**config.mk**
```make
export PLATFORM = sky130hd
export DESIGN_NAME = serial_rx_core
export DESIGN_NICKNAME = d
export VERILOG_FILES = /design/src/rtl/serrx_pkg.sv /design/src/rtl/serrx_sync.sv /design/src/rtl/serrx_tick.sv /design/src/rtl/serrx_framer.sv /design/src/rtl/serrx_holding.sv /design/src/rtl/serial_rx_core.sv
export SDC_FILE = /design/constraint.sdc
export NUM_CORES = 1
export LEC_CHECK = 0
export ABC_AREA = 1
export BUFFER_PORTS_ARGS = -buffer_cell sky130_fd_sc_hd__buf_2
export CORE_MARGIN = 3
export CORE_UTILIZATION = 64
export CTS_CLUSTER_SIZE = 10
export DETAILED_ROUTE_END_ITERATION = 8
export MAX_ROUTING_LAYER = met4
export PLACE_DENSITY = 0.82
export REMOVE_ABC_BUFFERS = 1
export SYNTH_ARGS = -nofsm -noshare
export SYNTH_HDL_FRONTEND = slang
export SYNTH_SLANG_ARGS = --single-unit
```
**constraint.sdc**
```tcl
create_clock -name clk -period 3.6 [get_ports clk]
set_input_delay 0.36 -clock clk [delete_from_list [all_inputs] [get_ports clk]]
set_output_delay 0.36 -clock clk [all_outputs]
set_load 0.02 [all_outputs]
```
**src/rtl/serrx_pkg.sv**
```systemverilog
package serrx_pkg;

  typedef enum logic [1:0] {
    DIV_1    = 2'b00,
    DIV_16   = 2'b01,
    DIV_64   = 2'b10,
    DIV_MRST = 2'b11
  } div_e;

  typedef enum logic [2:0] {
    ST_IDLE,
    ST_START,
    ST_DATA,
    ST_PAR,
    ST_STOP,
    ST_BRK
  } rx_st_e;

  typedef struct packed {
    logic [7:0] data;
    logic       ferr;
    logic       perr;
  } rx_char_t;

  function automatic logic fmt_eight(input logic [2:0] f);
    return f[2];
  endfunction

  function automatic logic fmt_par_en(input logic [2:0] f);
    return ~f[2] | f[1];
  endfunction

  function automatic logic fmt_odd(input logic [2:0] f);
    return f[0];
  endfunction

endpackage

```
**src/rtl/serrx_sync.sv**
```systemverilog
module serrx_sync #(
  parameter int   STAGES    = 2,
  parameter logic RESET_VAL = 1'b0
) (
  input  logic clk,
  input  logic rst,
  input  logic din,
  output logic dout
);
  logic [STAGES-1:0] q;

  always_ff @(posedge clk) begin
    if (rst) q <= {STAGES{RESET_VAL}};
    else     q <= {q[STAGES-2:0], din};
  end

  assign dout = q[STAGES-1];
endmodule

```
**src/rtl/serrx_tick.sv**
```systemverilog
module serrx_tick (
  input  logic clk,
  input  logic rst,
  input  logic clk_s,
  input  logic line_s,
  output logic tick,
  output logic line_q
);
  logic prev;

  always_ff @(posedge clk) begin
    if (rst) begin
      prev   <= 1'b0;
      tick   <= 1'b0;
      line_q <= 1'b1;
    end else begin
      prev   <= clk_s;
      tick   <= clk_s & ~prev;
      line_q <= line_s;
    end
  end
endmodule

```
**src/rtl/serrx_framer.sv**
```systemverilog
module serrx_framer
  import serrx_pkg::*;
#(
  parameter int DIV_MID = 16,
  parameter int DIV_HI  = 64
) (
  input  logic       clk,
  input  logic       rst,
  input  logic       abort,
  input  logic       tick,
  input  logic       line,
  input  logic [1:0] div_sel,
  input  logic [2:0] fmt,
  output logic       done,
  output rx_char_t   char_o
);
  localparam int CW = $clog2(DIV_HI);

  rx_st_e        st;
  logic [CW-1:0] cnt, half_lim, full_lim;
  logic [3:0]    bit_idx, last_idx;
  logic [7:0]    sh, aligned;
  logic          pbit, at_sample;

  always_comb begin
    case (div_sel)
      DIV_16: begin
        full_lim = CW'(DIV_MID - 1);
        half_lim = CW'(DIV_MID / 2 - 1);
      end
      DIV_64: begin
        full_lim = CW'(DIV_HI - 1);
        half_lim = CW'(DIV_HI / 2 - 1);
      end
      default: begin
        full_lim = '0;
        half_lim = '0;
      end
    endcase
    last_idx  = fmt_eight(fmt) ? 4'd7 : 4'd6;
    aligned   = fmt_eight(fmt) ? sh : {1'b0, sh[7:1]};
    at_sample = (cnt == full_lim);
  end

  always_ff @(posedge clk) begin
    if (rst || abort) begin
      st      <= ST_IDLE;
      cnt     <= '0;
      bit_idx <= '0;
      sh      <= '0;
      pbit    <= 1'b0;
      done    <= 1'b0;
      char_o  <= '0;
    end else begin
      done <= 1'b0;
      if (tick) begin
        case (st)
          ST_IDLE: if (!line) begin
            cnt     <= '0;
            bit_idx <= '0;
            st      <= (div_sel == DIV_1) ? ST_DATA : ST_START;
          end
          ST_START: begin
            if (cnt == half_lim) begin
              cnt <= '0;
              st  <= line ? ST_IDLE : ST_DATA;
            end else cnt <= cnt + 1'b1;
          end
          ST_DATA: begin
            if (at_sample) begin
              cnt <= '0;
              sh  <= {line, sh[7:1]};
              if (bit_idx == last_idx) begin
                bit_idx <= '0;
                st      <= fmt_par_en(fmt) ? ST_PAR : ST_STOP;
              end else bit_idx <= bit_idx + 1'b1;
            end else cnt <= cnt + 1'b1;
          end
          ST_PAR: begin
            if (at_sample) begin
              cnt  <= '0;
              pbit <= line;
              st   <= ST_STOP;
            end else cnt <= cnt + 1'b1;
          end
          ST_STOP: begin
            if (at_sample) begin
              cnt         <= '0;
              done        <= 1'b1;
              char_o.data <= aligned;
              char_o.ferr <= ~line;
              char_o.perr <= fmt_par_en(fmt) & (^aligned ^ pbit ^ fmt_odd(fmt));
              st          <= line ? ST_IDLE : ST_BRK;
            end else cnt <= cnt + 1'b1;
          end
          ST_BRK: if (line) st <= ST_IDLE;
          default: st <= ST_IDLE;
        endcase
      end
    end
  end


  idle_high_stays_chk: assert property (@(posedge clk) disable iff (rst)
    (st == ST_IDLE && tick && line && !abort) |=> st == ST_IDLE);


  done_after_stop_chk: assert property (@(posedge clk) disable iff (rst)
    done |-> $past(st) == ST_STOP);
endmodule

```
**src/rtl/serrx_holding.sv**
```systemverilog
module serrx_holding
  import serrx_pkg::*;
(
  input  logic       clk,
  input  logic       rst,
  input  logic       mrst,
  input  logic       load,
  input  rx_char_t   ch_in,
  input  logic       rd,
  output logic [7:0] data,
  output logic       full,
  output logic       ferr,
  output logic       perr,
  output logic       ovr
);
  logic pend;
  logic full_n, pend_n, ovr_n, take;

  always_comb begin
    full_n = full;
    pend_n = pend;
    ovr_n  = ovr;
    take   = 1'b0;
    if (rd && full) begin
      if (pend) begin
        ovr_n  = 1'b1;
        pend_n = 1'b0;
      end else begin
        full_n = 1'b0;
        ovr_n  = 1'b0;
      end
    end
    if (load) begin
      if (full_n) begin
        if (!ovr_n) pend_n = 1'b1;
      end else begin
        take   = 1'b1;
        full_n = 1'b1;
      end
    end
  end

  always_ff @(posedge clk) begin
    if (rst || mrst) begin
      data <= '0;
      full <= 1'b0;
      ferr <= 1'b0;
      perr <= 1'b0;
      ovr  <= 1'b0;
      pend <= 1'b0;
    end else begin
      full <= full_n;
      pend <= pend_n;
      ovr  <= ovr_n;
      if (take) begin
        data <= ch_in.data;
        ferr <= ch_in.ferr;
        perr <= ch_in.perr;
      end
    end
  end


  pend_needs_full_chk: assert property (@(posedge clk) disable iff (rst)
    pend |-> full);


  ovr_needs_full_chk: assert property (@(posedge clk) disable iff (rst)
    ovr |-> full);


  read_empties_chk: assert property (@(posedge clk) disable iff (rst)
    (rd && full && !pend && !load && !mrst) |=> !full && !ovr);


  held_char_frozen_chk: assert property (@(posedge clk) disable iff (rst)
    (!load && !mrst) |=> $stable(data) && $stable(ferr) && $stable(perr));


  master_reset_clears_chk: assert property (@(posedge clk) disable iff (rst)
    mrst |=> !full && !ovr && !ferr && !perr);
endmodule

```
**src/rtl/serial_rx_core.sv**
```systemverilog
module serial_rx_core
  import serrx_pkg::*;
#(
  parameter int SYNC_STAGES = 2,
  parameter int DIV_MID     = 16,
  parameter int DIV_HI      = 64
) (
  input  logic       clk,
  input  logic       rst,
  input  logic       rx_clk,
  input  logic       rx_line,
  input  logic [1:0] div_sel,
  input  logic [2:0] word_fmt,
  input  logic       rd_strobe,
  output logic [7:0] rx_data,
  output logic       rx_full,
  output logic       frame_err,
  output logic       parity_err,
  output logic       overrun
);
  logic     clk_s, line_s, tick, line_q, mrst, done;
  rx_char_t ch;

  assign mrst = (div_sel == DIV_MRST);

  serrx_sync #(.STAGES(SYNC_STAGES), .RESET_VAL(1'b0)) u_sclk (
    .clk(clk), .rst(rst), .din(rx_clk), .dout(clk_s));

  serrx_sync #(.STAGES(SYNC_STAGES), .RESET_VAL(1'b1)) u_sline (
    .clk(clk), .rst(rst), .din(rx_line), .dout(line_s));

  serrx_tick u_tick (
    .clk(clk), .rst(rst), .clk_s(clk_s), .line_s(line_s),
    .tick(tick), .line_q(line_q));

  serrx_framer #(.DIV_MID(DIV_MID), .DIV_HI(DIV_HI)) u_frm (
    .clk(clk), .rst(rst), .abort(mrst), .tick(tick), .line(line_q),
    .div_sel(div_sel), .fmt(word_fmt), .done(done), .char_o(ch));

  serrx_holding u_hold (
    .clk(clk), .rst(rst), .mrst(mrst), .load(done), .ch_in(ch),
    .rd(rd_strobe), .data(rx_data), .full(rx_full), .ferr(frame_err),
    .perr(parity_err), .ovr(overrun));


  seven_bit_top_zero_chk: assert property (@(posedge clk) disable iff (rst)
    ($rose(rx_full) && !word_fmt[2]) |-> !rx_data[7]);


  no_parity_no_error_chk: assert property (@(posedge clk) disable iff (rst)
    ($rose(rx_full) && word_fmt[2:1] == 2'b10) |-> !parity_err);
endmodule

```
==> impl_metrics.toml, run 1 <==
[outcome]
outcome = "complete, no violations"

[min_path]
hold_depth = 2
worstHoldEndpoint = "u_sline.q[0]"
holdCritStartpoint = "rx_line"
min_path_type = "in2reg"

[worst_setup_path]
worstPathArrival_ns = 2.15
reg2regPathDepth = 7
critPathKind = "reg2reg"
crit_path_max_incr_delay_ns = 0.42
timing.rr.end = "u_hold.data[1]"
worstPathMaxFanout = 11
cp.required_ns = 3.81
ff2ff_setup_slack_ns = 1.66
crit_path_start_kind = "flop"
crit_path_frequent_cell = "nor2_1"
cp_slowest_cell = "nor2_1"
cp-end-kind = "flop"
crit_chain = "nand2_1 > o21ai_0 > inv_1 > nor2_1 > clkinv_1 > nor2_1 > nor2_1"
r2r_start = "u_hold.full"

[cts]
cts_tree = "built"
cts-htree-levels = 2
cts_buffer_depth = 2
clkSinkCount = 53
cts_setup_buffers = 0
clkLatencyLatePin_ns = 0.32
cts_resized = 0
clkSlewWorstSetupHoldPaths_ns = 0.10
holdBufCountCts = 0
cts_buffers = 5
cts-root-buf = "clkbuf_8"

[cells_and_area]
layout_common_cells = "nand2_1, dfxtp_1, nor2_1, inv_1, o21ai_0"
instances_no_fill = 476
final_common_cell = "nand2_1"
synthToLayoutAreaGrowth_pct = 7.88
design_area_mm2 = 0.00293
fillers = 360
fin_util_pct = 72.2
drive_gt1_share_pct = 14.3
finalNetCount = 440
antenna-diode-count = 0

[timing]
clock.fmax_mhz = 516
finalHoldViolCount = 0
drv_slew = 0
setup_viol = 0
fin_crit_sh_pct = 53.8
slew_headroom_pct = 64.9
finalSetupTns_ns = 0
finClkSkew_ns = 0.00696
rsz0062_at_grt = "no"
tightest_slew_ns = 0.525
fin_crit_ns = 1.94

[logic_synthesis]
yosys-top-cells-area = "dfxtp_1, nand2_1, nor2_1"
yosys_warnings = 0
avgSynthCellArea_um2 = 6.70
synth_area_mm2 = 0.00271
yosys.area.top_type = "dfxtp_1"
ys_seq_area_share_pct = 39.1
synth_cell_types = 34
syn_inst = 405
synth-seq-cells = 53
synth_top_area_share_pct = 39.1

[floorplanning]
num_rows = 23
start_util_pct = 66.9
io_pins = 22
core_mm2 = 0.00406
die_area_mm2 = 0.00506
dieHeight_um = 71.1
fp.dieW_um = 71.1

[global_routing]
grt_remaining_overflow = 0
grt_pass1_vias = 2129
met2_usage_pct = 35.0
grt_pass1_wl_mm = 9.01
grtUsageTotal_pct = 22.4
grt_max_degree = 31
met3_usage_pct = 4.40
antenna_found_initial = 0
use_met1_pct = 29.3
busiest_layer = "met2"

[pwr]
pwr-share-comb_pct = 6.9
power.internal_w = 0.000754
clock_power_share_pct = 34.9
pwr-share-seq_pct = 58.2
total_power_w = 0.00102
ir_drop_v = 0.000266
switchingPower_w = 0.000261
p_leak_nw = 1.40
sw_frac_of_total_pct = 25.7
powerDensity_mw_per_mm2 = 347

[detailed_routing]
vias = 2431
firstDrtPassIters = 4
routedWlPerCell_um = 11.0
route.detailed.drc = 0
drt-total-wl_mm = 5.24
drtAntennaViolNets = 0
vias_per_cell = 5.11
first_iter_violations = 139

[flow_run]
timing.max_cap.violations = 0

[placed_design]
place_inst = 468
gp_congestion = 0.878
place_area_mm2 = 0.00283
dp_hpwl_mm = 3.81
numPortBuffers = 21
-- flip-flops by register name, indices dropped and copies added (netlist names), 2 cells and up --
register,count
u_frm.cnt,6
u_frm.bit_idx,4
u_frm.st,3
u_sclk.q,2
u_sline.q,2
u_frm.sh,8
u_frm.char_o,10
u_hold.data,8
-- final cells by class --
type                    instances  area [um2]  area share [%]
clock buffers                   5        68.8            2.35
clock inverters                 3        26.3           0.897
inverters                      49         186            6.37
multi-input cells             294        1410            48.2
flip-flops and latches         53        1060            36.2
well taps                      50        62.6            2.14
repair buffers                 22         113            3.85
-- power groups by stage --
stage	Clock, W	Sequential [W]	Combinational (W)
after floorplan	0	0.000604	0.0000494
after global placement	0	0.000604	0.0000683
after detailed placement	0	0.000604	0.0000695
after CTS	0.000365	0.000591	0.0000700
after global routing	0.000381	0.000591	0.0000800
final	0.000355	0.000591	0.0000700
-- per-layer routing --
metal / routed length [um] / part of all wire (%) / vias to the layer above
met5: 0 / 0 / -
met4: 57 / 1.1 / 0
met3: 195 / 3.7 / 7
met2: 2250 / 43 / 35
met1: 2730 / 52 / 1077
li1: - / - / 1312
-- kinds of logic (layout without fill, tap and decap cells) --
family / after synthesis / in the layout / synth area share (%)
AO/OA/AOI/OAI: 59 / 59 / 12.0
XOR/XNOR: 5 / 5 / 1.61
adder cells (fa/ha/maj): 5 / 5 / 2.31
buffers and inverters: 58 / 79 / 8.94
flip-flops: 53 / 53 / 39.1
multiplexers: 1 / 1 / 0.369
AND/OR/NAND/NOR: 224 / 224 / 35.7
-- Yosys cell counts --
cell	number
nand2_1	125
dfxtp_1	53
nor2_1	51
inv_1	41
o21ai_0	28
a21oi_1	23
nand3_1	19
nand2_2	8
inv_2	6
clkbuf_1	5
ha_1	5
nand4_1	5
xor2_1	4
nor2_4	3
or2_2	3
a21oi_2	2
buf_4	2
buf_6	2
nor2_2	2
nor3_1	2
nor4_1	2
o21ai_2	2
clkinv_1	1
inv_4	1
mux2i_1	1
nand2_4	1
nor3_2	1
nor3_4	1
o21ai_1	1
o21ai_4	1
o21bai_1	1
o22ai_1	1
or2_0	1
xnor2_1	1
-- worst max-delay path by stage --
stage / startpoint / end / slack [ns] / cells past startpoint
2_1_floorplan: div_sel[0] / u_frm.cnt[4] / 1.40 / 6
3_3_place_gp: div_sel[0] / u_frm.sh[5] / 1.57 / 13
3_5_place_dp: div_sel[1] / u_frm.sh[4] / 1.51 / 12
4_1_cts: u_hold.full / u_hold.data[1] / 1.65 / 7
5_1_grt: u_hold.full / u_hold.data[7] / 1.38 / 7
6_report: u_hold.full / u_hold.data[1] / 1.66 / 7
-- through the flow --
stage / setup WS, ns / hold slack [ns]
4_1_cts: 1.65 / 0.219
3_5_place_dp: 1.51 / 0.393
5_1_grt: 1.38 / 0.234
6_report: 1.66 / 0.226
2_1_floorplan: 1.40 / 0.373
3_3_place_gp: 1.57 / 0.377
-- worst max-delay path: cells and delay by family (launching register included) --
| family | cells | cell delay (ns) |
|---|---|---|
| and+or+nand+nor | 4 | 0.78 |
| buffers and inverters | 2 | 0.48 |
| DFF | 1 | 0.35 |
| AOI/OAI and AO/OA | 1 | 0.22 |
(Power assumes the default switching activity.)
==> inputs of run 2 (changes only) <==
CORE_UTILIZATION = 59   (was 64)
PLACE_DENSITY = 0.77   (was 0.82)
clock period = 2 ns   (was 3.6 ns; I/O delays follow)
==> impl_metrics.toml, run 2 (synthesis gave the netlist of run 1 again) <==
[cells_and_area]
final_common_cell = "nand2_1"
drive_gt1_share_pct = 14.7
reg_top3 = "u_frm.char_o (10), u_frm.sh (8), u_hold.data (8)"
regMostFlops = "u_frm.char_o"
synthToLayoutAreaGrowth_pct = 8.48
layout_common_cells = "nand2_1, dfxtp_1, nor2_1, inv_1, o21ai_0"
antenna-diode-count = 0
finalNetCount = 442
largest_reg_flops = 10
instances_no_fill = 480

[detailed_routing]
firstDrtPassIters = 4
vias_per_cell = 5.14
routedWlPerCell_um = 11.1
drt-total-wl_mm = 5.35
first_iter_violations = 182
route.detailed.drc = 0
vias = 2468
drtAntennaViolNets = 0

[cts]
cts_resized = 0
clkSinkCount = 53
cts_tree = "built"
cts_setup_buffers = 0
cts_buffer_depth = 2
cts-root-buf = "clkbuf_8"
clkLatencyLatePin_ns = 0.31
cts-htree-levels = 2
clkSlewWorstSetupHoldPaths_ns = 0.10
cts_buffers = 5
holdBufCountCts = 0

[floorplanning]
start_util_pct = 61.9
io_pins = 22
fp.dieW_um = 73.8
num_rows = 24
dieHeight_um = 73.8
core_mm2 = 0.00438
die_area_mm2 = 0.00545

[timing]
clock.fmax_mhz = 615
finalHoldViolCount = 0
fin_crit_sh_pct = 81.3
slew_headroom_pct = 65.4
layout_setup_ws_ns = 0.373
finClkSkew_ns = 0.0143
setup_viol = 0
drv_slew = 0
rsz0062_at_grt = "no"
fin_crit_ns = 1.63
tightest_slew_ns = 0.519

[min_path]
hold_depth = 2
min_path_type = "in2reg"

[worst_setup_path]
crit_path_start_kind = "flop"
cp_slowest_cell = "dfxtp_1"
worstPathArrival_ns = 1.83
reg2regPathDepth = 9
cp-end-kind = "flop"
crit_chain = "nand2_1 > nand2_1 > nand2_2 > nor2_4 > nand2_4 > nor2_4 > nand2_2 > o21ai_0 > a21oi_1"
cp.required_ns = 2.20
critPathKind = "reg2reg"
crit_path_max_incr_delay_ns = 0.44
worstPathMaxFanout = 16

[placed_design]
numPortBuffers = 21
place_inst = 472
place_ws_ns = 0.107
dp_hpwl_mm = 3.96
gp_congestion = 0.864

[pwr]
ir_drop_v = 0.000301
p_leak_nw = 1.41
powerDensity_mw_per_mm2 = 618

[global_routing]
grt_pass1_vias = 2144
grt_pass1_wl_mm = 9.38
antenna_found_initial = 0
grt_remaining_overflow = 0
grtUsageTotal_pct = 22.1
grt_max_degree = 23

[flow_run]
timing.max_cap.violations = 0

[outcome]
outcome = "complete, no violations"
## run 2: worst max-delay path, delay by kind of cell, from the launching register on
kind	cells	cell delay (ns)
flops	1	0.44
simple gates	7	0.81
compound gates	2	0.27
## run 2: cell type report
| cell class | instances | area, um2 |
|---|---|---|
| tap | 52 | 65.1 |
| sequential | 53 | 1060 |
| timing repair buffer | 24 | 128 |
| multi-input combinational | 294 | 1410 |
| clock inverter | 3 | 25.0 |
| fill | 396 | 1440 |
| clock buffer | 5 | 68.8 |
| inverter | 49 | 186 |
## run 2: metrics by stage
step / TNS (ns) / instance area, um2 / hold slack [ns] / power (W) / utilization [%]
after CTS: 0 / 2940 / 0.0753 / 0.00183 / 67.2
after floorplan: -0.0383 / 2660 / 0.271 / 0.00118 / -
after global routing: 0 / 2940 / 0.0810 / 0.00190 / 67.2
after global placement: 0 / 2850 / 0.378 / 0.00121 / 65.0
final: 0 / 2940 / 0.0754 / 0.00182 / 67.2
after detailed placement: 0 / 2850 / 0.388 / 0.00122 / 65.0
## run 2: worst paths after layout
check	from	end	slack [ns]
min	rx_line	u_sline.q[0]	0.08
max reg2reg	u_frm.cnt[0]	u_frm.sh[5]	0.37
max	u_frm.cnt[0]	u_frm.sh[5]	0.37
min reg2reg	u_tick.prev	u_tick.tick	0.40
## run 2: routing by layer
layer | part of all wire [%] | vias to the layer above | GRT usage, %
li1 | - | 1317 | -
met5 | 0 | - | -
met3 | 4.1 | 6 | 3.83
met4 | 0.88 | 0 | 4.83
met1 | 52 | 1105 | 30.6
met2 | 43 | 40 | 33.6
## run 2: power breakdown
| part | internal (W) | switching, W |
|---|---|---|
| sequential | 0.00106 | 0.00000337 |
| combinational | 0.0000433 | 0.0000847 |
| clock | 0.000253 | 0.000374 |
| total | 0.00136 | 0.000462 |
==> inputs of run 3 (changes only) <==
clock period = 1.6 ns   (was 2 ns; I/O delays follow)
==> impl_metrics.toml, run 3 (synthesis gave the netlist of run 1 again) <==
[outcome]
outcome = "complete, no violations"

[worst_setup_path]
critPathLaunch = "u_frm.cnt[4]"
worstPathArrival_ns = 1.82
cp_slowest_cell = "dfxtp_2"
worstPathMaxFanout = 8
reg2regPathDepth = 8
cp-end-kind = "flop"
crit_chain = "xnor2_2 > nand2_2 > nor2_4 > nand2_4 > nor3_4 > buf_4 > nand2_1 > a21oi_1"
critPathKind = "reg2reg"
crit_path_start_kind = "flop"
ff2ff_setup_slack_ns = 0.04
timing.rr.end = "u_frm.char_o[2]"
crit_end = "u_frm.char_o[2]"
r2r_start = "u_frm.cnt[4]"
cp.required_ns = 1.86
crit_path_max_incr_delay_ns = 0.36

[global_routing]
grt_max_degree = 23
grt_pass1_wl_mm = 9.55
antenna_found_initial = 0
grt_remaining_overflow = 0
grt_pass1_vias = 2162
grtUsageTotal_pct = 22.9

[cells_and_area]
largest_reg_flops = 10
synthToLayoutAreaGrowth_pct = 16.1
regMostFlops = "u_frm.char_o"
final_common_cell = "nand2_1"
reg_top3 = "u_frm.char_o (10), u_frm.sh (8), u_hold.data (8)"
layout_common_cells = "nand2_1, nor2_1, dfxtp_1, inv_1, o21ai_0"
design_area_mm2 = 0.00315
drive_gt1_share_pct = 21.6
antenna-diode-count = 0
finalNetCount = 459

[pwr]
switchingPower_w = 0.000601
clock_power_share_pct = 34.3
sw_frac_of_total_pct = 25.8
p_leak_nw = 1.53
ir_drop_v = 0.000701
powerDensity_mw_per_mm2 = 738
pwr-share-comb_pct = 8.6
pwr-share-seq_pct = 57.1
power.internal_w = 0.00173

[timing]
drv_slew = 0
finalSetupTns_ns = 0
fin_crit_sh_pct = 97.8
slew_headroom_pct = 77.7
setup_viol = 0
clock.fmax_mhz = 639
finClkSkew_ns = 0.0112
finalHoldViolCount = 0
fin_crit_ns = 1.56
rsz0062_at_grt = "yes"
tightest_slew_ns = 0.333

[detailed_routing]
firstDrtPassIters = 5
vias_per_cell = 5.09
drtAntennaViolNets = 0
vias = 2529
routedWlPerCell_um = 11.5
drt-total-wl_mm = 5.69
first_iter_violations = 153
route.detailed.drc = 0

[floorplanning]
num_rows = 24
dieHeight_um = 73.8
fp.dieW_um = 73.8
io_pins = 22
die_area_mm2 = 0.00545
core_mm2 = 0.00438
start_util_pct = 61.9

[placed_design]
dp_hpwl_mm = 4.17
numPortBuffers = 21
place_area_mm2 = 0.00298
gp_congestion = 0.886

[cts]
cts_buffers = 5
cts-root-buf = "clkbuf_8"
cts_tree = "built"
clkLatencyLatePin_ns = 0.32
holdBufCountCts = 0
cts_buffer_depth = 2
clkSinkCount = 53
cts-htree-levels = 2
clkSlewWorstSetupHoldPaths_ns = 0.10

[flow_run]
timing.max_cap.violations = 0

[min_path]
min_path_type = "in2reg"
## run 3: critical path, delay by kind of cell, from the launching register on
family          cells  cell delay, ns
simple gates        5            0.69
flops               1            0.36
xor+xnor            1            0.18
buf+inv             1            0.17
compound gates      1            0.12
## run 3: per-layer routing
layer	GRT usage, %	vias to the layer above	part of all wire, %
met4	6.04	0	1.1
met5	-	-	0
met2	33.9	57	43
met1	31.9	1119	50
met3	4.51	6	5.5
li1	-	1347	-
## run 3: through the flow
step	hold WS [ns]	power, W	utilization (%)	std cells	worst slack, ns
2_1_floorplan	0.231	0.00147	-	396	-0.398
3_3_place_gp	0.345	0.00154	68.0	486	-0.171
3_5_place_dp	0.368	0.00155	68.0	486	-0.245
4_1_cts	0.0394	0.00232	70.1	494	0.0520
5_1_grt	0.0435	0.00241	71.9	497	-0.0605
6_report	0.0378	0.00233	71.9	497	0.0360
## run 3: worst min-delay path by stage
| stage | startpoint | end | slack (ns) | cells past startpoint |
|---|---|---|---|---|
| after floorplan | rst | u_sclk.q[0] | 0.23 | 1 |
| after global placement | rx_line | u_sline.q[0] | 0.35 | 2 |
| after detailed placement | rx_line | u_sline.q[0] | 0.37 | 2 |
| after CTS | rx_line | u_sline.q[0] | 0.04 | 2 |
| after global routing | rx_line | u_sline.q[0] | 0.04 | 2 |
| final | rx_line | u_sline.q[0] | 0.04 | 2 |
## run 3: power groups by stage
stage / sequential (W) / combinational [W] / clock [W]
floorplan: 0.00136 / 0.000111 / 0
global placement: 0.00136 / 0.000185 / 0
detailed placement: 0.00136 / 0.000187 / 0
CTS: 0.00133 / 0.000188 / 0.000807
global route: 0.00133 / 0.000222 / 0.000855
finish: 0.00133 / 0.000199 / 0.000798
## run 3: layout make-up
cell class                      instances  area [um2]
Clock inverter                          3        25.0
Sequential cell                        53        1070
Clock buffer                            5        68.8
Inverter                               49         189
Multi-Input combinational cell        294        1460
Timing Repair Buffer                   41         280
Tap cell                               52        65.1
Fill cell                             380        1230
## run 3: timing repair
action | CTS | global route
resized for setup | 0 | 19
setup buffers | 0 | 3
endpoints found under the setup margin | 0 | 38
